## src/rtl/scmd_pkg.sv

```systemverilog
package scmd_pkg;
    localparam int CMD_W   = 8;
    localparam int CNT_W   = 4;
    localparam int SYNC_W  = 3;

    typedef struct packed {
        logic cs_n;
        logic sclk;
        logic sdi;
    } ser_t;

    typedef struct packed {
        logic commit;
        logic short_frame;
        logic ninth;
    } frame_evt_t;

    function automatic logic [CNT_W-1:0] sat_inc(input logic [CNT_W-1:0] v);
        return (v == {CNT_W{1'b1}}) ? v : v + 1'b1;
    endfunction
endpackage

```

## src/rtl/scmd_sync.sv

```systemverilog
module scmd_sync #(
    parameter int W = 3
) (
    input  logic         clk,
    input  logic         rst,
    input  logic [W-1:0] async_i,
    input  logic [W-1:0] rst_val,
    output logic [W-1:0] sync_o
);
    logic [W-1:0] meta_q;
    logic [W-1:0] sync_q;

    always_ff @(posedge clk) begin
        if (rst) begin
            meta_q <= rst_val;
            sync_q <= rst_val;
        end else begin
            meta_q <= async_i;
            sync_q <= meta_q;
        end
    end

    assign sync_o = sync_q;
endmodule

```

## src/rtl/scmd_frame.sv

```systemverilog
module scmd_frame
    import scmd_pkg::*;
#(
    parameter int N  = CMD_W,
    parameter int CW = CNT_W
) (
    input  logic         clk,
    input  logic         rst,
    input  ser_t         ser_i,
    output logic [N-1:0] byte_o,
    output frame_evt_t   evt_o
);
    localparam logic [CW-1:0] FULL = CW'(N);

    logic [N-1:0]  sr_q;
    logic [CW-1:0] cnt_q;
    logic          cs_n_d;
    logic          sclk_d;
    logic          short_q;
    logic          ninth_q;
    logic          cs_fall;
    logic          cs_rise;
    logic          sclk_fall;

    assign cs_fall   = cs_n_d & ~ser_i.cs_n;
    assign cs_rise   = ~cs_n_d & ser_i.cs_n;
    assign sclk_fall = sclk_d & ~ser_i.sclk & ~ser_i.cs_n;

    always_ff @(posedge clk) begin
        if (rst) begin
            sr_q    <= '0;
            cnt_q   <= '0;
            cs_n_d  <= 1'b1;
            sclk_d  <= 1'b0;
            short_q <= 1'b0;
            ninth_q <= 1'b0;
        end else begin
            cs_n_d  <= ser_i.cs_n;
            sclk_d  <= ser_i.sclk;
            short_q <= cs_rise && (cnt_q < FULL);
            ninth_q <= sclk_fall && (cnt_q == FULL);
            if (cs_fall) begin
                cnt_q <= '0;
            end else if (sclk_fall) begin
                cnt_q <= sat_inc(cnt_q);
                if (cnt_q < FULL) begin
                    sr_q <= {ser_i.sdi, sr_q[N-1:1]};
                end
            end
        end
    end

    assign byte_o            = sr_q;
    assign evt_o.commit      = cs_rise && (cnt_q == FULL);
    assign evt_o.short_frame = short_q;
    assign evt_o.ninth       = ninth_q;
endmodule

```

## src/rtl/scmd_cmd_reg.sv

```systemverilog
module scmd_cmd_reg #(
    parameter int N = 8
) (
    input  logic         clk,
    input  logic         rst,
    input  logic         load_i,
    input  logic [N-1:0] data_i,
    input  logic [N-1:0] clr_i,
    output logic [N-1:0] cmd_o
);
    logic [N-1:0] cmd_q;

    always_ff @(posedge clk) begin
        if (rst) begin
            cmd_q <= '0;
        end else begin
            for (int i = 0; i < N; i++) begin
                if (clr_i[i])       cmd_q[i] <= 1'b0;
                else if (load_i)    cmd_q[i] <= data_i[i];
            end
        end
    end

    assign cmd_o = cmd_q;
endmodule

```

## src/rtl/serial_cmd_if.sv

```systemverilog
module serial_cmd_if
    import scmd_pkg::*;
#(
    parameter int N = CMD_W
) (
    input  logic         clk,
    input  logic         rst,
    input  logic         cs_n_i,
    input  logic         sclk_i,
    input  logic         sdi_i,
    input  logic [N-1:0] short_i,
    input  logic [N-1:0] hot_i,
    output logic [N-1:0] cmd_en_o,
    output logic         standby_o,
    output logic         short_frame_o,
    output logic         ninth_clk_o
);
    localparam ser_t SER_IDLE = '{cs_n: 1'b1, sclk: 1'b0, sdi: 1'b0};

    ser_t         ser_raw;
    ser_t         ser_s;
    logic [N-1:0] byte_w;
    frame_evt_t   evt_w;
    logic [N-1:0] fault_clr;
    logic         commit_w;

    assign ser_raw   = '{cs_n: cs_n_i, sclk: sclk_i, sdi: sdi_i};
    assign fault_clr = short_i & hot_i;

    scmd_sync #(.W(SYNC_W)) u_sync (
        .clk     (clk),
        .rst     (rst),
        .async_i (ser_raw),
        .rst_val (SER_IDLE),
        .sync_o  (ser_s)
    );

    scmd_frame #(.N(N), .CW(CNT_W)) u_frame (
        .clk    (clk),
        .rst    (rst),
        .ser_i  (ser_s),
        .byte_o (byte_w),
        .evt_o  (evt_w)
    );

    assign commit_w = evt_w.commit;

    scmd_cmd_reg #(.N(N)) u_cmd (
        .clk    (clk),
        .rst    (rst),
        .load_i (commit_w),
        .data_i (byte_w),
        .clr_i  (fault_clr),
        .cmd_o  (cmd_en_o)
    );

    assign standby_o     = (cmd_en_o == '0);
    assign short_frame_o = evt_w.short_frame;
    assign ninth_clk_o   = evt_w.ninth;
endmodule

```

## config.mk

```make
export PLATFORM = sky130hd
export DESIGN_NAME = serial_cmd_if
export DESIGN_NICKNAME = d
export VERILOG_FILES = /design/src/rtl/scmd_pkg.sv /design/src/rtl/scmd_sync.sv /design/src/rtl/scmd_frame.sv /design/src/rtl/scmd_cmd_reg.sv /design/src/rtl/serial_cmd_if.sv
export SDC_FILE = /design/constraint.sdc
export NUM_CORES = 1
export LEC_CHECK = 0
export ABC_AREA = 0
export BUFFER_PORTS_ARGS = -buffer_cell sky130_fd_sc_hd__buf_2
export CAP_MARGIN = 15
export CORE_MARGIN = 5
export CORE_UTILIZATION = 57
export CTS_BUF_LIST = sky130_fd_sc_hd__clkbuf_4 sky130_fd_sc_hd__clkbuf_8
export CTS_CLUSTER_DIAMETER = 40
export DETAILED_ROUTE_END_ITERATION = 8
export PLACE_DENSITY = 0.88
export SLEW_MARGIN = 20
export SYNTH_ARGS = -nofsm -noshare
export SYNTH_HDL_FRONTEND = slang
export SYNTH_SLANG_ARGS = --single-unit
```

## constraint.sdc

```tcl
create_clock -name clk -period 3.9 [get_ports clk]
set_clock_uncertainty 0.15 [all_clocks]
set_input_delay 1.17 -clock clk [delete_from_list [all_inputs] [get_ports clk]]
set_output_delay 1.17 -clock clk [all_outputs]
set_load 0.05 [all_outputs]
```

==> results of run 1 <==
-- registers in the layout, indices dropped and copies added, names as in the netlist --
register,count
u_frame.short_q,1
u_cmd.cmd_o,8
u_frame.ninth_q,1
u_sync.sync_o,3
u_frame.byte_o,8
u_sync.meta_q,3
u_frame.sclk_d,1
u_frame.cnt_q,4
u_frame.cs_n_d,1
-- final cells by class --
cell class / count / area (um^2)
clock buffer: 7 / 58.8
clock inverter: 1 / 5.00
fill: 156 / 576
inverter: 4 / 15.0
multi-input combinational: 79 / 518
sequential: 30 / 601
tap: 27 / 33.8
timing repair buffer: 31 / 155
-- metrics by stage --
step | utilization [%] | std cells | total power, mW | instance area, um^2 | setup WS, ps
2_1_floorplan | - | 119 | 0.327 | 1160 | 879
3_3_place_gp | 67.4 | 171 | 0.338 | 1320 | 1420
3_5_place_dp | 67.4 | 171 | 0.339 | 1320 | 1400
4_1_cts | 70.7 | 179 | 0.530 | 1390 | 1030
5_1_grt | 70.7 | 179 | 0.551 | 1390 | 989
6_report | 70.7 | 179 | 0.525 | 1390 | 1010
-- synth_stat cells (2+ instances only) --
| cell type | instances | area (um^2) |
|---|---|---|
| o21ai_0 | 11 | 55.1 |
| clkbuf_1 | 3 | 11.3 |
| ha_1 | 2 | 25.0 |
| nand3b_1 | 2 | 15.0 |
| or3_1 | 2 | 12.5 |
| nand3_1 | 9 | 45.0 |
| a21oi_1 | 3 | 15.0 |
| nand2_1 | 9 | 33.8 |
| inv_1 | 3 | 11.3 |
| or2_2 | 3 | 18.8 |
| mux2i_1 | 8 | 80.1 |
| nor2b_1 | 6 | 37.5 |
| nor3_1 | 5 | 25.0 |
| a221oi_1 | 8 | 70.1 |
| or4_1 | 2 | 15.0 |
| dfxtp_1 | 30 | 601 |
-- power by group --
| part | switching, mW | internal, mW |
|---|---|---|
| Sequential | 0.00169 | 0.310 |
| Clock | 0.0990 | 0.0941 |
| Combinational | 0.0104 | 0.0100 |
-- layer usage --
metal,share of wire [%],up-vias
li1,-,494
met1,41,456
met2,47,35
met3,8.3,14
met4,4.1,0
met5,0,-
-- path summary, 6_finish.rpt --
check                   startpoint           endpoint  slack (ps)  depth (start not counted)
hold reg to reg   u_sync.meta_q[2]   u_sync.sync_o[2]         280                          1
setup / recovery    u_cmd.cmd_o[4]          standby_o        1010                          3
setup reg to reg  u_sync.sync_o[2]  u_frame.byte_o[3]        2150                          3
hold / removal    u_sync.meta_q[2]   u_sync.sync_o[2]         280                          1
-- cell usage in the layout (no fill, tap or decap), drive strengths merged --
cell / netlist / routed
and3: 1 / 1
nand2: 9 / 9
clkinv: 1 / 2
nor2b: 6 / 6
or2: 3 / 3
buf: 3 / 31
or2b: 1 / 1
a41oi: 1 / 1
or3b: 1 / 1
and3b: 1 / 1
nand3: 9 / 9
nor4b: 1 / 1
a21oi: 3 / 3
nand3b: 2 / 2
or3: 2 / 2
mux2i: 8 / 8
clkbuf: 3 / 7
dfxtp: 30 / 30
inv: 3 / 3
a221oi: 8 / 8
nor2: 1 / 1
nor3b: 1 / 1
and4b: 1 / 1
or4: 2 / 2
ha: 2 / 2
o21ai: 11 / 11
nor3: 5 / 5
-- critical path, stage by stage, from the launching register on --
cell,delay [ps]
dfxtp_1,330
or4_1,520
nor2_1,120
buf_2,270
-- logic make-up after synthesis --
group,count (synthesis),synth area share (%)
muxes,8,6.87
AOI/OAI and AO/OA,23,12.8
and+or+nand+nor,46,22.7
DFF,30,51.6
adders and majority gates,2,2.15
buffers and inverters,10,3.97
==> summary.md, run 1 <==
| Metric | Value |
|---|---|
| Grt ovf | `0` |
| PostCTS Resize Cnt | `0` |
| #FFs+latches synth | `30` |
| Die area | `0.00305 mm^2` |
| GR peak layer | `met2` |
| Share of cells above drive strength 1 | `approximately 28%` |
| Achievable Freq | `between 0.3 and 0.4 GHz` |
| Post-CTS Hold Fix Bufs | `0` |
| Via count | `999` |
| Hold Fails Final Rpt | `0` |
| Clk sink count | `30` |
| Mapped Nets | `roughly 140` |
| Worst Hold Class | `reg2reg` |
| WP data arrival | `between 1500 and 2000 ps` |
| Worst-Skew Late Latency | `330 ps` |
| Worst-path clk slew | `around 90 ps` |
| Final setup violation count | `0` |
| Antenna fix cells | `0` |
| Number of antenna violations at the first check in global routing | `0` |
| Asr flop ratio synth | `0%` |
| CORE AREA | `between 0.0015 and 0.002 mm^2` |
| VDD IR-drop max | `about 300 uV` |
| Total wire length | `2540 um` |
| Final Cycle Share | `roughly three quarters` |
| Cells after Synth | `119` |
| Row cnt | `16` |
| Post-CTS setup buffers | `0` |
| Final setup TNS | `0 ps` |
| First-pass GRT wire length | `around 4300 um` |
| Max-slew violations | `0` |
| RSZ-0062 raised after global routing | `no` |
| Detailed placement HPWL | `between 1500 and 2000 um` |
| Worst Path Max Fanout | `3` |
| Syn avg cell area | `around 9.8 um^2` |
| Tightest Pin Transition | `between 500 and 600 ps` |
| DR vias/cell | `5.58` |
| Crit path launch type | `register` |
| Synth warnings | `0` |
| Met2 GRT Util | `27.5%` |
| DR pass1 iterations | `4` |
| H-tree depth | `2` |
| TritonCTS clock tree | `done` |
| Drt wl/cell | `14.2 um` |
| Maxcap violations | `0` |
| Pwr per Cell Area | `between 300 and 400 mW/mm^2` |
| M1 GR Usage | `about a fifth` |
| Area grow syn2layout | `19.0%` |
| I/O pin count | `32` |
| Crit path kind | `reg2out` |
| Slew Limit Headroom | `a little over three fifths` |
| Seq/Total Area, Yosys | `between 50% and 60%` |
| Initial Utilization | `59.4%` |
| DRC Markers | `0` |
| Distinct cells, synth | `29` |
| Cts bufs inserted | `5` |
| Status | `finished, final reports clean` |
| IO Port Bufs | `31` |
| Clock Tree Buf Depth | `2` |
| Crit end category | `primary output` |
| DRT iter0 DRCs | `25` |
| Tot GR Track Use | `between 10% and 20%` |
| Worst EP required | `roughly 2600 ps` |
| GPL Wtd Cong | `0.829` |
| Leak pwr | `about 0.59 nW` |
| Post-route minimum period | `between 2000 and 3000 ps` |
| Post-route ant nets | `0` |
| Nets | `between 150 and 200` |
| Vias in the first global route | `around 960` |
| WHS | `275 ps` |
| Post-synth EDFFs | `0` |
| Pin count of the biggest net entering global routing | `20` |
| GR Util met3 | `9.56%` |
| Die X | `~55 um` |
| Chip Height | `55.2 um` |
| Synth Flop Type | `dfxtp_1` |
| Root Driver | `clkbuf_4` |
| Synth Cell Area | `around 0.0012 mm^2` |
Note: power is estimated with default switching activity, not from simulation.
==> run 2: changes to the inputs <==
- ABC_AREA: 0 -> 1
- CORE_UTILIZATION: 57 -> 48
- PLACE_DENSITY: 0.88 -> 0.78
- clock period: 3.9 -> 2.65 ns (I/O delays scaled with it)
==> run 2 against run 1 <==
Critical endpoint unchanged; design area increased by 7.9%; critical path type unchanged; synthesized cell count rose by 44%; highest routed layer unchanged; cell count up 32%; largest power group unchanged.
==> summary.md, run 2 <==
| Metric | Value |
|---|---|
| Crit path kind | `reg2out` |
| RSZ-0062 raised after global routing | `no` |
| Placed cell areas | `0.00143 mm^2 (+8.3%)` |
| Worst-path clk slew | `90 ps (about the same)` |
| Commonest non-fill, non-tap cell in the layout | `nor2_1` |
| Post-synth top area share | `48.0% (-3.6 points)` |
| Die area | `0.00373 mm^2 (+22%)` |
| Seq pwr share | `58.3% (-1.0 points)` |
| H-tree depth | `2 (unchanged)` |
| Worst Hold Class | `reg2reg` |
| Clock Tree Buf Depth | `2 (unchanged)` |
| Vias in the first global route | `925 (-3.9%)` |
| Cts bufs inserted | `5 (unchanged)` |
| Asr flop ratio synth | `0% (unchanged)` |
| Tot Pwr | `0.788 mW (+50%)` |
| TritonCTS clock tree | `done` |
| Antenna fix cells | `0 (unchanged)` |
| R2r setup slk | `1240 ps (-910 ps)` |
| Combinational share of power | `5.0% (+1.1 points)` |
| Final Cycle Share | `around 90%` |
| Achievable Freq | `around 0.42 GHz` |
| Most frequent cells in the layout | `40 x nor2_1, 33 x nand2_1, 31 x buf_2` |
| Final setup violation count | `0 (unchanged)` |
| Crit path launch type | `register` |
| Area grow syn2layout | `19.5%` |
| Number of antenna violations at the first check in global routing | `0 (unchanged)` |
| Drt wl/cell | `10.0 um (-29%)` |
| Reg2Reg Launch Point | `u_frame.cnt_q[0]` |
| Post-route minimum period | `~2400 ps` |
| WHS | `259 ps (-16.5 ps)` |
| Post-CTS setup buffers | `0 (unchanged)` |
| DR vias/cell | `4.66 (-17%)` |
| P_int | `0.614 mW (+48%)` |
| Grt ovf | `0 (unchanged)` |
| Tightest Pin Transition | `322 ps (-233 ps)` |
| Hold Fails Final Rpt | `0 (unchanged)` |
| First-pass GRT wire length | `3770 um (-13%)` |
| Clk sink count | `30 (unchanged)` |
| Share of cells above drive strength 1 | `25.1% (-2.5 points)` |
| Initial Utilization | `50.6% (-8.8 points)` |
| CORE AREA | `0.00248 mm^2 (+26%)` |
| Post-Place Cells | `229 (+34%)` |
| Worst-Skew Late Latency | `330 ps (about the same)` |
| Synth warnings | `0 (unchanged)` |
| Nets | `229 (+32%)` |
| Pre-CTS setup slack | `604 ps (-793 ps)` |
| DRC Markers | `0 (unchanged)` |
| Syn avg cell area | `7.32 um^2 (-25%)` |
| Final cell utilization of the core | `60.4% (-10 points)` |
| Most frequent cells after synthesis | `40 x nor2_1, 33 x nand2_1, 30 x dfxtp_1` |
| Worst setup endpoint | `standby_o` |
| Sw Share | `22.1% (+0.92 points)` |
| Leak pwr | `0.713 nW (+20%)` |
| Final setup TNS | `0 ps (unchanged)` |
| DRT iter0 DRCs | `29 (+16%)` |
| Pin count of the biggest net entering global routing | `19 (-5.0%)` |
| NetSw | `0.174 mW (+57%)` |
| CP Launch Point | `u_cmd.cmd_o[1]` |
| Maxcap violations | `0 (unchanged)` |
| Worst Path Max Fanout | `3 (unchanged)` |
| Clock Power Share | `36.7% (about the same)` |
| Detailed placement HPWL | `1810 um (-8.5%)` |
| Post-Layout Cell Count | `237 (+32%)` |
| Chip Height | `61.1 um (+11%)` |
| IO Port Bufs | `31 (unchanged)` |
| Setup ws final | `258 ps (-756 ps)` |
| Post-synth EDFFs | `0 (unchanged)` |
| VDD IR-drop max | `477 uV (+56%)` |
| Total wire length | `2380 um (-6.4%)` |
| Tot GR Track Use | `14.2% (-3.9 points)` |
| Most frequent cell after synthesis | `nor2_1` |
| Synth Flop Type | `dfxtp_1` |
| Status | `finished, final reports clean` |
| Distinct cells, synth | `21 (-28%)` |
| Post-CTS Hold Fix Bufs | `0 (unchanged)` |
| Seq/Total Area, Yosys | `48.0% (-3.6 points)` |
| Synth Cell Area | `0.00125 mm^2 (+7.5%)` |
| FF-to-FF End | `u_cmd.cmd_o[6]` |
| Cells on worst reg2reg path | `7 (+4)` |
| Post-route ant nets | `0 (unchanged)` |
| Root Driver | `clkbuf_4` |
| Synth area leader | `dfxtp_1` |
| Worst EP required | `1710 ps (-870 ps)` |
| Mapped Nets | `194 (+37%)` |
| #FFs+latches synth | `30 (unchanged)` |
| WP data arrival | `1450 ps (-120 ps)` |
| PostCTS Resize Cnt | `0 (unchanged)` |
| DR pass1 iterations | `4 (unchanged)` |
| Crit end category | `primary output` |
| Filler cell count | `235 (+51%)` |
| Synth top area cells | `dfxtp_1 48%, nor2_1 12%, nand2_1 9.9%, inv_1 6.3%, a21oi_1 4.8%` |
| Pwr per Cell Area | `526 mW/mm^2 (+39%)` |
| Design area | `0.00150 mm^2 (+7.9%)` |
| Hold_sp | `u_sync.meta_q[0]` |
| Slew Limit Headroom | `78.5% (+16 points)` |
| I/O pin count | `32 (unchanged)` |
| GPL Wtd Cong | `0.772 (-6.9%)` |
| Row cnt | `18 (+2)` |
| Max-slew violations | `0 (unchanged)` |
| Via count | `1,104 (+11%)` |
| Die X | `61.1 um (+11%)` |
| Cells after Synth | `171 (+44%)` |
run 2: changes by cell type after synthesis, sizes merged, moves of 6 or more:
cell / before / now
nor2: 1 / 44
nand2: 9 / 34
inv: 3 / 23
a21oi: 3 / 12
a221oi: 8 / 0
mux2i: 8 / 0
nor2b: 6 / 0
run 2: layout make-up:
| cell class | instances | area [um^2] | share of cell area, % |
|---|---|---|---|
| Sequential cell | 30 | 601 | 40.1 |
| Multi-Input combinational cell | 114 | 549 | 36.7 |
| Timing Repair Buffer | 31 | 155 | 10.4 |
| Inverter | 24 | 90.1 | 6.02 |
| Clock buffer | 7 | 58.8 | 3.93 |
| Tap cell | 30 | 37.5 | 2.51 |
| Clock inverter | 1 | 5.00 | 0.334 |
run 2: logic make-up (layout without fill, tap and decap cells):
group	count (synthesis)	after routing	synth area share, %
AO/OA/AOI/OAI	20	20	7.99
adder cells (fa/ha/maj)	2	2	2.00
buffers and inverters	27	63	9.39
flip-flops	30	30	48.0
AND/OR/NAND/NOR	92	92	32.7
run 2: worst min-delay path by stage:
| stage | endpoint | slack, ps | cells after the start |
|---|---|---|---|
| 3_3_place_gp | u_sync.sync_o[0] | 240 | 2 |
| 5_1_grt | u_sync.sync_o[2] | 290 | 1 |
| 4_1_cts | u_sync.sync_o[0] | 260 | 2 |
| 6_report | u_sync.sync_o[0] | 260 | 2 |
| 3_5_place_dp | u_sync.sync_o[0] | 250 | 2 |
| 2_1_floorplan | u_sync.sync_o[0] | 240 | 2 |
run 2: per-layer routing:
layer  vias to the layer above  track usage (%)  part of all wire, %
met4                         0             10.2                  1.9
met3                         4             4.40                   12
met2                        40             21.9                   43
met5                         -                0                    0
met1                       463             16.5                   43
li1                        597                -                    -
run 2: worst max-delay path, stage by stage, from the launching register on:
cell and delay [ps]:
dfxtp_1 320, or2_2 310, nor4_4 190, buf_2 290
run 2: power groups by stage:
| stage | sequential (mW) | clock [mW] | combinational (mW) |
|---|---|---|---|
| detailed placement | 0.470 | 0 | 0.0400 |
| CTS | 0.459 | 0.293 | 0.0403 |
| global placement | 0.470 | 0 | 0.0384 |
| floorplan | 0.470 | 0 | 0.0235 |
| global route | 0.460 | 0.312 | 0.0460 |
| finish | 0.459 | 0.289 | 0.0396 |
